`src/rtl/stack_seq_pkg.sv`:
```
// Package: shared encodings for the stack sequencer.
// Assumes a byte-wide memory and pairs made of two bytes.
package stack_seq_pkg;

    typedef enum logic [2:0] {
        OP_PUSH = 3'd0,
        OP_POP  = 3'd1,
        OP_XCHG = 3'd2,
        OP_LDSP = 3'd3,
        OP_CALL = 3'd4,
        OP_RET  = 3'd5
    } op_e;

    typedef enum logic [3:0] {
        S_IDLE, S_WHI, S_WLO, S_RLO, S_RHI, S_REND,
        S_XR0, S_XR1, S_XW0, S_XW1, S_LDONE
    } state_e;

    typedef enum logic [1:0] {
        SP_HOLD, SP_DEC, SP_INC, SP_LOAD
    } sp_cmd_e;

    localparam int SEL_W = 2;
    localparam logic [SEL_W-1:0] PAIR_HL = 2'd2;

endpackage

```
`src/rtl/stack_seq_sp.sv`:
```
// Stack pointer register: holds, steps by one in either direction with
// modulo wrap, or loads a new value. Also offers pointer+1 for addressing.
// Assumes one command per clock from the sequencer.
module stack_seq_sp
    import stack_seq_pkg::*;
#(
    parameter int          AW      = 16,
    parameter logic [AW-1:0] SP_INIT = '0
) (
    input  logic          clk,
    input  logic          rst_n,
    input  sp_cmd_e       cmd,
    input  logic [AW-1:0] load_val,
    output logic [AW-1:0] sp,
    output logic [AW-1:0] sp_plus1
);
    localparam logic [AW-1:0] ONE = 1;

    logic [AW-1:0] sp_q;

    // Pointer update per command; wraps naturally at AW bits.
    always_ff @(posedge clk) begin
        if (!rst_n) begin
            sp_q <= SP_INIT;
        end else begin
            unique case (cmd)
                SP_DEC:  sp_q <= sp_q - ONE;
                SP_INC:  sp_q <= sp_q + ONE;
                SP_LOAD: sp_q <= load_val;
                default: sp_q <= sp_q;
            endcase
        end
    end

    assign sp       = sp_q;
    assign sp_plus1 = sp_q + ONE;
endmodule

```
`src/rtl/stack_seq_fsm.sv`:
```
// Sequencer: walks the memory cycles of each operation, steers the memory
// port, captures read bytes and raises the write-back strobes.
// Assumes memory read data arrives one cycle after its address.
module stack_seq_fsm
    import stack_seq_pkg::*;
#(
    parameter int BW = 8,
    localparam int PW = 2 * BW
) (
    input  logic             clk,
    input  logic             rst_n,
    input  logic             start,
    input  logic [2:0]       op,
    input  logic [SEL_W-1:0] pair_sel,
    input  logic [PW-1:0]    din,
    input  logic [BW-1:0]    mem_rdata,
    input  logic [PW-1:0]    sp,
    input  logic [PW-1:0]    sp_plus1,
    output sp_cmd_e          sp_cmd,
    output logic [PW-1:0]    mem_addr,
    output logic [BW-1:0]    mem_wdata,
    output logic             mem_we,
    output logic [PW-1:0]    dout,
    output logic             dout_we,
    output logic [SEL_W-1:0] dout_sel,
    output logic             pc_we,
    output logic             done,
    output logic             busy
);
    state_e           state;
    logic [PW-1:0]    data_q;
    logic [SEL_W-1:0] sel_q;
    logic             ret_q;
    logic [BW-1:0]    lo_q;
    logic [BW-1:0]    hi_q;

    // State walk, operand capture and read-byte capture.
    always_ff @(posedge clk) begin
        if (!rst_n) begin
            state  <= S_IDLE;
            data_q <= '0;
            sel_q  <= '0;
            ret_q  <= 1'b0;
            lo_q   <= '0;
            hi_q   <= '0;
        end else begin
            unique case (state)
                S_IDLE: begin
                    if (start) begin
                        data_q <= din;
                        sel_q  <= pair_sel;
                        ret_q  <= (op == OP_RET);
                        case (op)
                            OP_PUSH, OP_CALL: state <= S_WHI;
                            OP_POP,  OP_RET:  state <= S_RLO;
                            OP_XCHG:          state <= S_XR0;
                            OP_LDSP:          state <= S_LDONE;
                            default:          state <= S_IDLE;
                        endcase
                    end
                end
                S_WHI:   state <= S_WLO;
                S_RLO:   state <= S_RHI;
                S_RHI: begin
                    lo_q  <= mem_rdata;
                    state <= S_REND;
                end
                S_XR0:   state <= S_XR1;
                S_XR1: begin
                    lo_q  <= mem_rdata;
                    state <= S_XW0;
                end
                S_XW0: begin
                    hi_q  <= mem_rdata;
                    state <= S_XW1;
                end
                default: state <= S_IDLE;
            endcase
        end
    end

    // Per-state memory port, pointer command and completion outputs.
    always_comb begin
        sp_cmd    = SP_HOLD;
        mem_addr  = sp;
        mem_wdata = '0;
        mem_we    = 1'b0;
        dout      = {hi_q, lo_q};
        dout_we   = 1'b0;
        dout_sel  = sel_q;
        pc_we     = 1'b0;
        done      = 1'b0;
        busy      = (state != S_IDLE);
        unique case (state)
            S_IDLE: begin
                if (start && (op == OP_PUSH || op == OP_CALL)) sp_cmd = SP_DEC;
                if (start && op == OP_LDSP)                    sp_cmd = SP_LOAD;
            end
            S_WHI: begin
                mem_we    = 1'b1;
                mem_wdata = data_q[PW-1:BW];
                sp_cmd    = SP_DEC;
            end
            S_WLO: begin
                mem_we    = 1'b1;
                mem_wdata = data_q[BW-1:0];
                done      = 1'b1;
            end
            S_RLO, S_RHI: sp_cmd = SP_INC;
            S_REND: begin
                dout    = {mem_rdata, lo_q};
                done    = 1'b1;
                pc_we   = ret_q;
                dout_we = !ret_q;
            end
            S_XR1: mem_addr = sp_plus1;
            S_XW0: begin
                mem_we    = 1'b1;
                mem_wdata = data_q[BW-1:0];
            end
            S_XW1: begin
                mem_addr  = sp_plus1;
                mem_we    = 1'b1;
                mem_wdata = data_q[PW-1:BW];
                done      = 1'b1;
                dout_we   = 1'b1;
                dout_sel  = PAIR_HL;
            end
            S_LDONE: done = 1'b1;
            default: ;
        endcase
    end
endmodule

```
`src/rtl/stack_seq.sv`:
```
// Top: stack push/pop sequencer. Combines the pointer register with the
// operation sequencer. Assumes a single-port memory with registered read.
module stack_seq
    import stack_seq_pkg::*;
#(
    parameter int BYTE_W = 8,
    localparam int PAIR_W = 2 * BYTE_W,
    parameter logic [PAIR_W-1:0] SP_INIT = '0
) (
    input  logic              clk,
    input  logic              rst_n,
    input  logic              start,
    input  logic [2:0]        op,
    input  logic [SEL_W-1:0]  pair_sel,
    input  logic [PAIR_W-1:0] din,
    output logic [PAIR_W-1:0] dout,
    output logic              dout_we,
    output logic [SEL_W-1:0]  dout_sel,
    output logic              pc_we,
    output logic              done,
    output logic [PAIR_W-1:0] sp,
    output logic [PAIR_W-1:0] mem_addr,
    output logic [BYTE_W-1:0] mem_wdata,
    output logic              mem_we,
    input  logic [BYTE_W-1:0] mem_rdata
);
    sp_cmd_e           sp_cmd;
    logic [PAIR_W-1:0] sp_plus1;
    logic              busy;

    stack_seq_sp #(.AW(PAIR_W), .SP_INIT(SP_INIT)) u_sp (
        .clk      (clk),
        .rst_n    (rst_n),
        .cmd      (sp_cmd),
        .load_val (din),
        .sp       (sp),
        .sp_plus1 (sp_plus1)
    );

    stack_seq_fsm #(.BW(BYTE_W)) u_fsm (
        .clk       (clk),
        .rst_n     (rst_n),
        .start     (start),
        .op        (op),
        .pair_sel  (pair_sel),
        .din       (din),
        .mem_rdata (mem_rdata),
        .sp        (sp),
        .sp_plus1  (sp_plus1),
        .sp_cmd    (sp_cmd),
        .mem_addr  (mem_addr),
        .mem_wdata (mem_wdata),
        .mem_we    (mem_we),
        .dout      (dout),
        .dout_we   (dout_we),
        .dout_sel  (dout_sel),
        .pc_we     (pc_we),
        .done      (done),
        .busy      (busy)
    );
endmodule

```
`config.mk`:
```
export PLATFORM = sky130hd
export DESIGN_NAME = stack_seq
export DESIGN_NICKNAME = d
export VERILOG_FILES = /design/src/rtl/stack_seq_pkg.sv /design/src/rtl/stack_seq_sp.sv /design/src/rtl/stack_seq_fsm.sv /design/src/rtl/stack_seq.sv
export SDC_FILE = /design/constraint.sdc
export NUM_CORES = 1
export LEC_CHECK = 0
export BUFFER_PORTS_ARGS = -buffer_cell sky130_fd_sc_hd__buf_2
export CORE_UTILIZATION = 35
export DETAILED_ROUTE_END_ITERATION = 8
export PLACE_DENSITY = 0.63
export RECOVER_POWER = 25
export SKIP_CTS_REPAIR_TIMING = 1
export SYNTH_ARGS = -nofsm -noshare
export SYNTH_HDL_FRONTEND = slang
export SYNTH_SLANG_ARGS = --single-unit
```
`constraint.sdc`:
```
create_clock -name clk -period 4.3 [get_ports clk]
set_input_delay 0.645 -clock clk [delete_from_list [all_inputs] [get_ports clk]]
set_output_delay 0.645 -clock clk [all_outputs]
set_load 0.03 [all_outputs]
```
==> impl_results.md, run 1 <==
* Area occupied by multi-input gates at 2320 sq um
* Int Pwr at 1.01 mW
* Number of enable flip-flop cells after synthesis at 0
* Largest net degree at the start of global routing at 55
* Commonest cells after routing, fill and taps aside: nand2_1 (93), buf_2 (75), dfxtp_1 (55)
* Psw at 0.813 mW
* Mapped cell area at 3650 sq um
* Least-Margin Pin Slew at 1.16 ns
* Clk network pwr share at 17.0%
* Share of cells above drive strength 1 at 21.0%
* Total clock buffers created by CTS at 5
* Htree depth at 2
* Post-synthesis cell type count at 63
* Most common cell after layout, fill and taps aside: nand2_1
* # setup viols final at 0
* Area contributors post-synth: dfxtp_1 (30%), nand2_1 (9.6%), a21boi_0 (6.4%)
* #FFs+latches synth at 55
* CTS tree: yes
* Die area at 10800 sq um
* Clk sinks at 55
* Required @ worst endpoint at 4.52 ns
* Wire length per cell at 16.6 um
* FMAX at 291 MHz
* All-Layer GR Usage at 19.9%
* Reg area at 1100 sq um
* Worst VDD drop at 0.228 mV
* Worst Path Max Fanout at 23
* Total Neg Setup Slack at 0 ns
* Ys flop type: dfxtp_1
* Die height at 104 um
* Placer Congestion at 0.865
* Setup Crit Path Kind: reg -> reg
* Syn nets at 501
* Logic pwr share at 45.4%
* Sw Share at 44.5%
* Top Ports at 94
* R2r setup slk at 0.87 ns
* Max_cap viols at 0
* Clk_skew at 0.0143 ns
* Clk buf depth at 2
* Setup crit start kind: flop
* Layout overhead on the synthesized area at 14.5%
* Final wirelength at 11000 um
* Max incr delay on CP at 0.96 ns
* Vias in the first global route at 3301
* Seq/Total Area, Yosys at 30.2%
* Initial Util at 36.6%
* Async SR Flop Fraction at 0%
* Max-slew violation count at 0
* Fin nets at 567
* Share of power burned in registers at 37.5%
* Worst path cell trace: inv_1 -> nand3_1 -> o22ai_1 -> nor2_1 -> a31oi_1 -> o221a_2
* Via-to-Cell Ratio at 5.48
* Root buffer cell: clkbuf_8
* HPWL Detailed at 7950 um
* Slew headroom at 22.2%
* Worst hold path class: reg -> reg
* Remaining antenna violation count at 0
* WP data arrival at 3.65 ns
* Final Hold Viols at 0
* Yosys warns at 0
* Via count at 3652
* Share of the synthesized area in the top cell type at 30.2%
* Fin Hold WS at 0.470 ns
* Pwr/cell area at 437 nW/um^2
* Global-route wire length before repair at 17500 um
* Pre-antenna DRT Iters at 5
* Syn avg cell area at 7.81 sq um
* Core Footprint at 9950 sq um
* Status: completed
* Number of diodes at 0
* Clk slew on worst S/H paths at 0.11 ns
* Slowest cell on crit path: nor2_1
* Die Width at 104 um
* Floorplan row count at 36
* Worst-Skew Late Latency at 0.32 ns
* Fillcell total at 1041
* Period utilization at 79.8%
* WHS Path Cells at 2
* Post-route DRC at 0
* Port Buffers at 93
* Setup crit end kind: flop
* Largest area contributor in the netlist: dfxtp_1
* GRT Residual Overflow at 0
* Crit path time final at 3.43 ns
* Initial antenna violation count at 0
* Drt initial violations at 242
* Leakage at 1.65 nW
* Worst reg2reg path depth at 6
* RSZ-0062 raised after global routing: no
* Post-Syn Instances at 467
-- synthesized netlist by cell type (all sizes together), types with 6 or more instances --
| cell type | instances |
|---|---|
| xnor2 | 17 |
| nor2b | 9 |
| nand3 | 11 |
| mux2i | 9 |
| a22oi | 6 |
| xor2 | 8 |
| dfxtp | 55 |
| nand2b | 6 |
| nor2 | 34 |
| nor3 | 9 |
| and2 | 7 |
| nand2 | 93 |
| a21oi | 18 |
| a22o | 8 |
| a31oi | 6 |
| clkbuf | 14 |
| buf | 25 |
| a21boi | 31 |
| mux2 | 8 |
| o21ai | 22 |
-- path summary, 6_finish.rpt --
path,start,endpoint
max reg2reg,u_fsm.state[3],u_sp.sp[10]
max,u_fsm.state[3],u_sp.sp[10]
min reg2reg,u_fsm.data_q[9],u_fsm.data_q[9]
min,u_fsm.data_q[9],u_fsm.data_q[9]
-- stage by stage --
stage | worst slack [ns] | std cells | cell area [sq um] | util (%) | power [mW]
2_1_floorplan | 1.43 | 467 | 3650 | - | 1.32
3_3_place_gp | 1.45 | 659 | 4110 | 41.3 | 1.51
5_1_grt | 0.577 | 667 | 4180 | 42.0 | 1.93
6_report | 0.869 | 667 | 4180 | 42.0 | 1.83
4_1_cts | 1.13 | 667 | 4210 | 42.2 | 1.83
3_5_place_dp | 1.40 | 659 | 4110 | 41.3 | 1.52
-- worst max-delay path, delay by kind of cell (launching register included) --
kind / cells / cell delay [ns]
AOI/OAI and AO/OA: 3 / 0.79
buffers and inverters: 1 / 0.21
DFF: 1 / 0.69
and+or+nand+nor: 2 / 1.62
-- per-layer routing --
metal  routed length (um)  global-route usage [%]  up-vias  part of all wire (%)
li1                     -                       -     1776                     -
met1                 5260                    28.6     1727                    48
met2                 4960                    30.3      136                    45
met3                  657                    3.07       13                   5.9
met4                  172                    6.02        0                   1.6
met5                    0                       0        -                     0
-- kinds of logic after synthesis --
family,share of synthesized area [%]
AO/OA/AOI/OAI,24.5
XOR/XNOR,6.00
adder cells (fa/ha/maj),0.686
buffers and inverters,6.17
flip-flops,30.2
multiplexers,4.94
AND/OR/NAND/NOR,27.5
-- power groups by stage --
stage	Clock [mW]	Combinational, mW	Sequential (mW)
finish	0.311	0.830	0.685
global route	0.338	0.899	0.696
CTS	0.319	0.833	0.682
detailed placement	0	0.827	0.694
global placement	0	0.819	0.691
floorplan	0	0.639	0.683
-- cell type report --
type                    instances  share of cell area, %
flip-flops and latches         55                   26.4
well taps                     133                   3.98
inverters                       5                  0.449
clock buffers                   7                   2.07
repair buffers                 98                   11.5
clock inverters                 1                  0.210
multi-input cells             368                   55.4
-- sequential cells by signal, indices dropped and copies added (netlist names) --
register and flops:
u_sp.sp 16, u_fsm.sel_q 2, u_fsm.hi_q 8, u_fsm.state 4, u_fsm.data_q 16, u_fsm.lo_q 8, u_fsm.ret_q 1
(Power assumes the default switching activity.)
==> run 2, diff against run 1 <==
--- a/config.mk
+++ b/config.mk
@@ -8,7 +8,7 @@
 export BUFFER_PORTS_ARGS = -buffer_cell sky130_fd_sc_hd__buf_2
 export CORE_UTILIZATION = 35
 export DETAILED_ROUTE_END_ITERATION = 8
-export PLACE_DENSITY = 0.63
+export PLACE_DENSITY = 0.65
 export RECOVER_POWER = 25
 export SKIP_CTS_REPAIR_TIMING = 1
 export SYNTH_ARGS = -nofsm -noshare
==> constraint.sdc (replaced) <==
create_clock -name clk -period 2.9 [get_ports clk]
set_input_delay 0.435 -clock clk [delete_from_list [all_inputs] [get_ports clk]]
set_output_delay 0.435 -clock clk [all_outputs]
set_load 0.03 [all_outputs]
==> run 2 against run 1 <==
Against the previous run:
- sequential share of layout area shrank 0.57 points
- cell count rose by 2.1%
- critical path type is now reg -> out
- die area did not move
- core utilization rose by 1.0 points
- power up 48%
==> impl_results.md, run 2 (synthesis gave the netlist of run 1 again) <==
* Status: completed
* Fillcell total at 1021
* Final Hold Viols at 0
* Reg-to-reg startpoint: u_fsm.state[3]
* Die Width at 104 um
* Clk network pwr share at 16.1%
* Busiest grt layer: met2
* Via count at 3719
* Crit path time final at 2.76 ns
* Placed insts at 673
* Global-route wire length before repair at 17300 um
* Grt met3 use at 2.76%
* Root buffer cell: clkbuf_8
* Required @ worst endpoint at 2.47 ns
* Worst hold path class: in -> reg
* Via-to-Cell Ratio at 5.46
* Worst-Skew Late Latency at 0.31 ns
* Critical R2R Capture: u_sp.sp[10]
* Sw Share at 44.3%
* Setup crit start kind: flop
* Leakage at 1.70 nW
* CTS tree: yes
* Number of diodes at 0
* Most common cell after layout, fill and taps aside: nand2_1
* FMAX at 362 MHz
* Drt initial violations at 221
* Psw at 1.20 mW
* Finished Layout Cells at 681
* Vias in the first global route at 3418
* Max-slew violation count at 0
* Slew headroom at 33.0%
* Commonest cells after routing, fill and taps aside: nand2_1 (93), buf_2 (71), dfxtp_1 (53)
* All-Layer GR Usage at 19.6%
* Final Util at 43.0%
* Remaining antenna violation count at 0
* Placer Congestion at 0.878
* Share of cells above drive strength 1 at 23.0%
* Htree depth at 2
* Least-Margin Pin Slew at 0.995 ns
* Pre-antenna DRT Iters at 4
* Worst VDD drop at 0.266 mV
* GRT Residual Overflow at 0
* Fin nets at 581
* Post-route DRC at 0
* Pwr/cell area at 633 nW/um^2
* RSZ-0062 raised after global routing: yes
* Total power at 2.71 mW
* Period utilization at 95.2%
* Final wirelength at 10800 um
* Floorplan row count at 36
* Clk slew on worst S/H paths at 0.10 ns
* Die height at 104 um
* Port Buffers at 93
* Layout overhead on the synthesized area at 17.3%
* Clk sinks at 55
* Wire length per cell at 15.9 um
* HPWL Detailed at 8260 um
* Logic pwr share at 47.6%
* Worst reg2reg path depth at 6
* R2r setup slk at 0.38 ns
* Total Neg Setup Slack at 0 ns
* Clk buf depth at 2
* Worst Path Max Fanout at 12
* Setup crit end kind: output port
* Worst Setup SP: u_sp.sp[2]
* Grt met1 use at 26.3%
* Int Pwr at 1.51 mW
* Top Ports at 94
* WP data arrival at 2.33 ns
* Clk_skew at 0.00385 ns
* Share of power burned in registers at 36.3%
* Setup Crit Path Kind: reg -> out
* Core Footprint at 9950 sq um
* # setup viols final at 0
* CP endpoint: mem_addr[10]
* GRT met2 Usage at 32.9%
* Largest net degree at the start of global routing at 31
* Fin Hold WS at 0.374 ns
* Initial Util at 36.6%
* Initial antenna violation count at 0
* Max_cap viols at 0
* Total clock buffers created by CTS at 5
* Die area at 10800 sq um
## run 2: worst min-delay path by stage
| stage | start | end | slack, ns | cells past startpoint |
|---|---|---|---|---|
| CTS | pair_sel[1] | u_fsm.sel_q[1] | 0.37 | 3 |
| floorplan | u_fsm.sel_q[1] | u_fsm.sel_q[1] | 0.44 | 2 |
| global placement | u_fsm.data_q[15] | u_fsm.data_q[15] | 0.45 | 2 |
| global route | pair_sel[1] | u_fsm.sel_q[1] | 0.37 | 3 |
| finish | pair_sel[1] | u_fsm.sel_q[1] | 0.37 | 3 |
| detailed placement | u_fsm.data_q[12] | u_fsm.data_q[12] | 0.46 | 2 |
## run 2: area by class of cell
class	count	area [sq um]	area share [%]
Clock buffer	6	72.6	1.70
Inverter	5	18.8	0.439
Tap cell	133	166	3.89
Clock inverter	2	17.5	0.409
Timing Repair Buffer	112	581	13.6
Sequential cell	55	1100	25.8
Multi-Input combinational cell	368	2320	54.2
## run 2: per-layer routing
layer  vias up  wire length (um)
met4         0               144
met1      1782              5050
met2       116              5140
met3        10               519
met5         -                 0
li1       1811                 -
## run 2: per-stage QoR
step                      worst slack, ns  cell area, sq um
after floorplan                     0.235              3650
after global placement              0.391              4220
after detailed placement            0.422              4220
after CTS                          0.0517              4310
after global routing             -0.00672              4280
final                               0.140              4280
## run 2: critical path, stage by stage (launching register included)
cell and delay (ns):
dfxtp_1 0.64, nand3_1 0.33, or2_2 0.44, nor3_1 0.22, xor2_1 0.16, buf_2 0.22
## run 2: power by group through the flow
stage	logic [mW]	clock network (mW)	registers [mW]
after floorplan	0.948	0	1.01
after global placement	1.27	0	0.993
after detailed placement	1.29	0	0.995
after CTS	1.29	0.454	0.978
after global routing	1.40	0.489	0.999
final	1.29	0.436	0.984
==> run 3, diff against run 2 <==
--- a/config.mk
+++ b/config.mk
@@ -10,7 +10,9 @@
 export DETAILED_ROUTE_END_ITERATION = 8
 export PLACE_DENSITY = 0.65
 export RECOVER_POWER = 25
+export REMOVE_ABC_BUFFERS = 1
 export SKIP_CTS_REPAIR_TIMING = 1
 export SYNTH_ARGS = -nofsm -noshare
 export SYNTH_HDL_FRONTEND = slang
 export SYNTH_SLANG_ARGS = --single-unit
+export TNS_END_PERCENT = 20
==> run 3 against run 2 <==
Against the previous run:
- setup slack improved by 0.013 ns
- global-route usage increased by 0.38 points
- clock power grew 4.8%
- maximum frequency increased by 0.46%
- hold slack got worse by 0.017 ns
- sequential power down 0.6%
- sequential share of layout area hardly changed
- critical path type unchanged
- critical path depth up 1
- power rose by 0.91%
- cell count shrank 0.15%
==> impl_results.md, run 3 (synthesis gave the netlist of run 1 again) <==
* CP endpoint: mem_addr[12]
* Required @ worst endpoint at 2.47 ns
* Worst Path Max Fanout at 8
* Most common cell after layout, fill and taps aside: nand2_1
* Largest net degree at the start of global routing at 25
* Root buffer cell: clkbuf_8
* Placed insts at 672
* Via-to-Cell Ratio at 5.43
* Placer Congestion at 0.902
* Clk buf depth at 2
* Pwr/cell area at 638 nW/um^2
* HPWL Detailed at 7940 um
* Total clock buffers created by CTS at 5
* Number of diodes at 0
* Worst reg2reg path depth at 7
* Final Hold Viols at 0
* Top Ports at 94
* Total power at 2.73 mW
* FMAX at 364 MHz
* Initial antenna violation count at 0
* Setup crit end kind: output port
* Crit path time final at 2.75 ns
* GRT Residual Overflow at 0
* Vias in the first global route at 3373
* Finished Layout Cells at 680
* Period utilization at 94.7%
* R2r setup slk at 0.45 ns
* Global-route wire length before repair at 17700 um
* All-Layer GR Usage at 20.0%
* Remaining antenna violation count at 0
* # setup viols final at 0
* Grt met3 use at 3.20%
* Port Buffers at 93
* Die height at 104 um
* Clk slew on worst S/H paths at 0.11 ns
* Worst Setup SP: u_sp.sp[0]
* Leakage at 1.69 nW
* Worst-Skew Late Latency at 0.32 ns
* Initial Util at 36.6%
* Drt initial violations at 220
* Final wirelength at 10900 um
* Busiest grt layer: met2
* Pre-antenna DRT Iters at 5
* Clk_skew at 0.0155 ns
* WP data arrival at 2.31 ns
* CTS tree: yes
* Least-Margin Pin Slew at 0.930 ns
* Critical R2R Capture: u_sp.sp[12]
* Worst hold path class: in -> reg
* Setup Crit Path Kind: reg -> out
* GRT met2 Usage at 32.6%
* Via count at 3693
* Wire length per cell at 16.1 um
* Max-slew violation count at 0
* Fin nets at 580
* Core Footprint at 9950 sq um
* Max_cap viols at 0
* Floorplan row count at 36
* Worst VDD drop at 0.359 mV
* Clk sinks at 55
* Final Util at 43.0%
* Commonest cells after routing, fill and taps aside: nand2_1 (93), buf_2 (70), dfxtp_1 (52)
* Share of cells above drive strength 1 at 23.2%
* Setup crit start kind: flop
* Htree depth at 2
* Status: completed
* Grt met1 use at 27.3%
* Slew headroom at 38.0%
* Post-route DRC at 0
* Die Width at 104 um
* Layout overhead on the synthesized area at 17.4%
* Die area at 10800 sq um
* Reg-to-reg startpoint: u_fsm.state[0]
## run 3: final cells by class
type                            instances  area, sq um
Fill cell                            1005         5670
Multi-Input combinational cell        368         2330
Sequential cell                        55         1100
Timing Repair Buffer                  111          568
Tap cell                              133          166
Clock buffer                            5         68.8
Clock inverter                          3         23.8
Inverter                                5         18.8
## run 3: worst min-delay path by stage
stage / from / end / cells past startpoint
floorplan: u_fsm.sel_q[1] / u_fsm.sel_q[1] / 2
global placement: u_fsm.sel_q[1] / u_fsm.sel_q[1] / 2
detailed placement: u_fsm.sel_q[0] / u_fsm.sel_q[0] / 2
CTS: pair_sel[0] / u_fsm.sel_q[0] / 3
global route: pair_sel[0] / u_fsm.sel_q[0] / 3
finish: pair_sel[1] / u_fsm.sel_q[1] / 3
## run 3: layer usage
metal | vias up | wire length (um) | share of wire, %
met5 | - | 0 | 0
met4 | 0 | 204 | 1.9
met3 | 14 | 709 | 6.5
met2 | 147 | 5020 | 46
met1 | 1729 | 4990 | 46
li1 | 1803 | - | -
## run 3: per-stage QoR
| step | hold slack (ns) | instance area (sq um) | setup WS, ns | TNS, ns |
|---|---|---|---|---|
| 3_3_place_gp | 0.447 | 4210 | 0.352 | 0 |
| 6_report | 0.357 | 4280 | 0.152 | 0 |
| 5_1_grt | 0.353 | 4280 | -0.000447 | -0.000447 |
| 3_5_place_dp | 0.453 | 4210 | 0.308 | 0 |
| 2_1_floorplan | 0.438 | 3440 | 0.300 | 0 |
| 4_1_cts | 0.356 | 4300 | -0.0422 | -0.310 |
## run 3: worst max-delay path, stage by stage (launching register included)
cell and delay (ns):
dfxtp_1 0.48, ha_1 0.28, nand3_2 0.21, or2_2 0.41
nor3_1 0.26, xnor2_1 0.15, buf_2 0.21
## run 3: report_power, final
part | leakage, nW | internal [mW] | switching [mW]
clock | 0.0461 | 0.175 | 0.282
sequential | 0.450 | 0.839 | 0.139
combinational | 1.19 | 0.499 | 0.798
total | 1.69 | 1.51 | 1.22
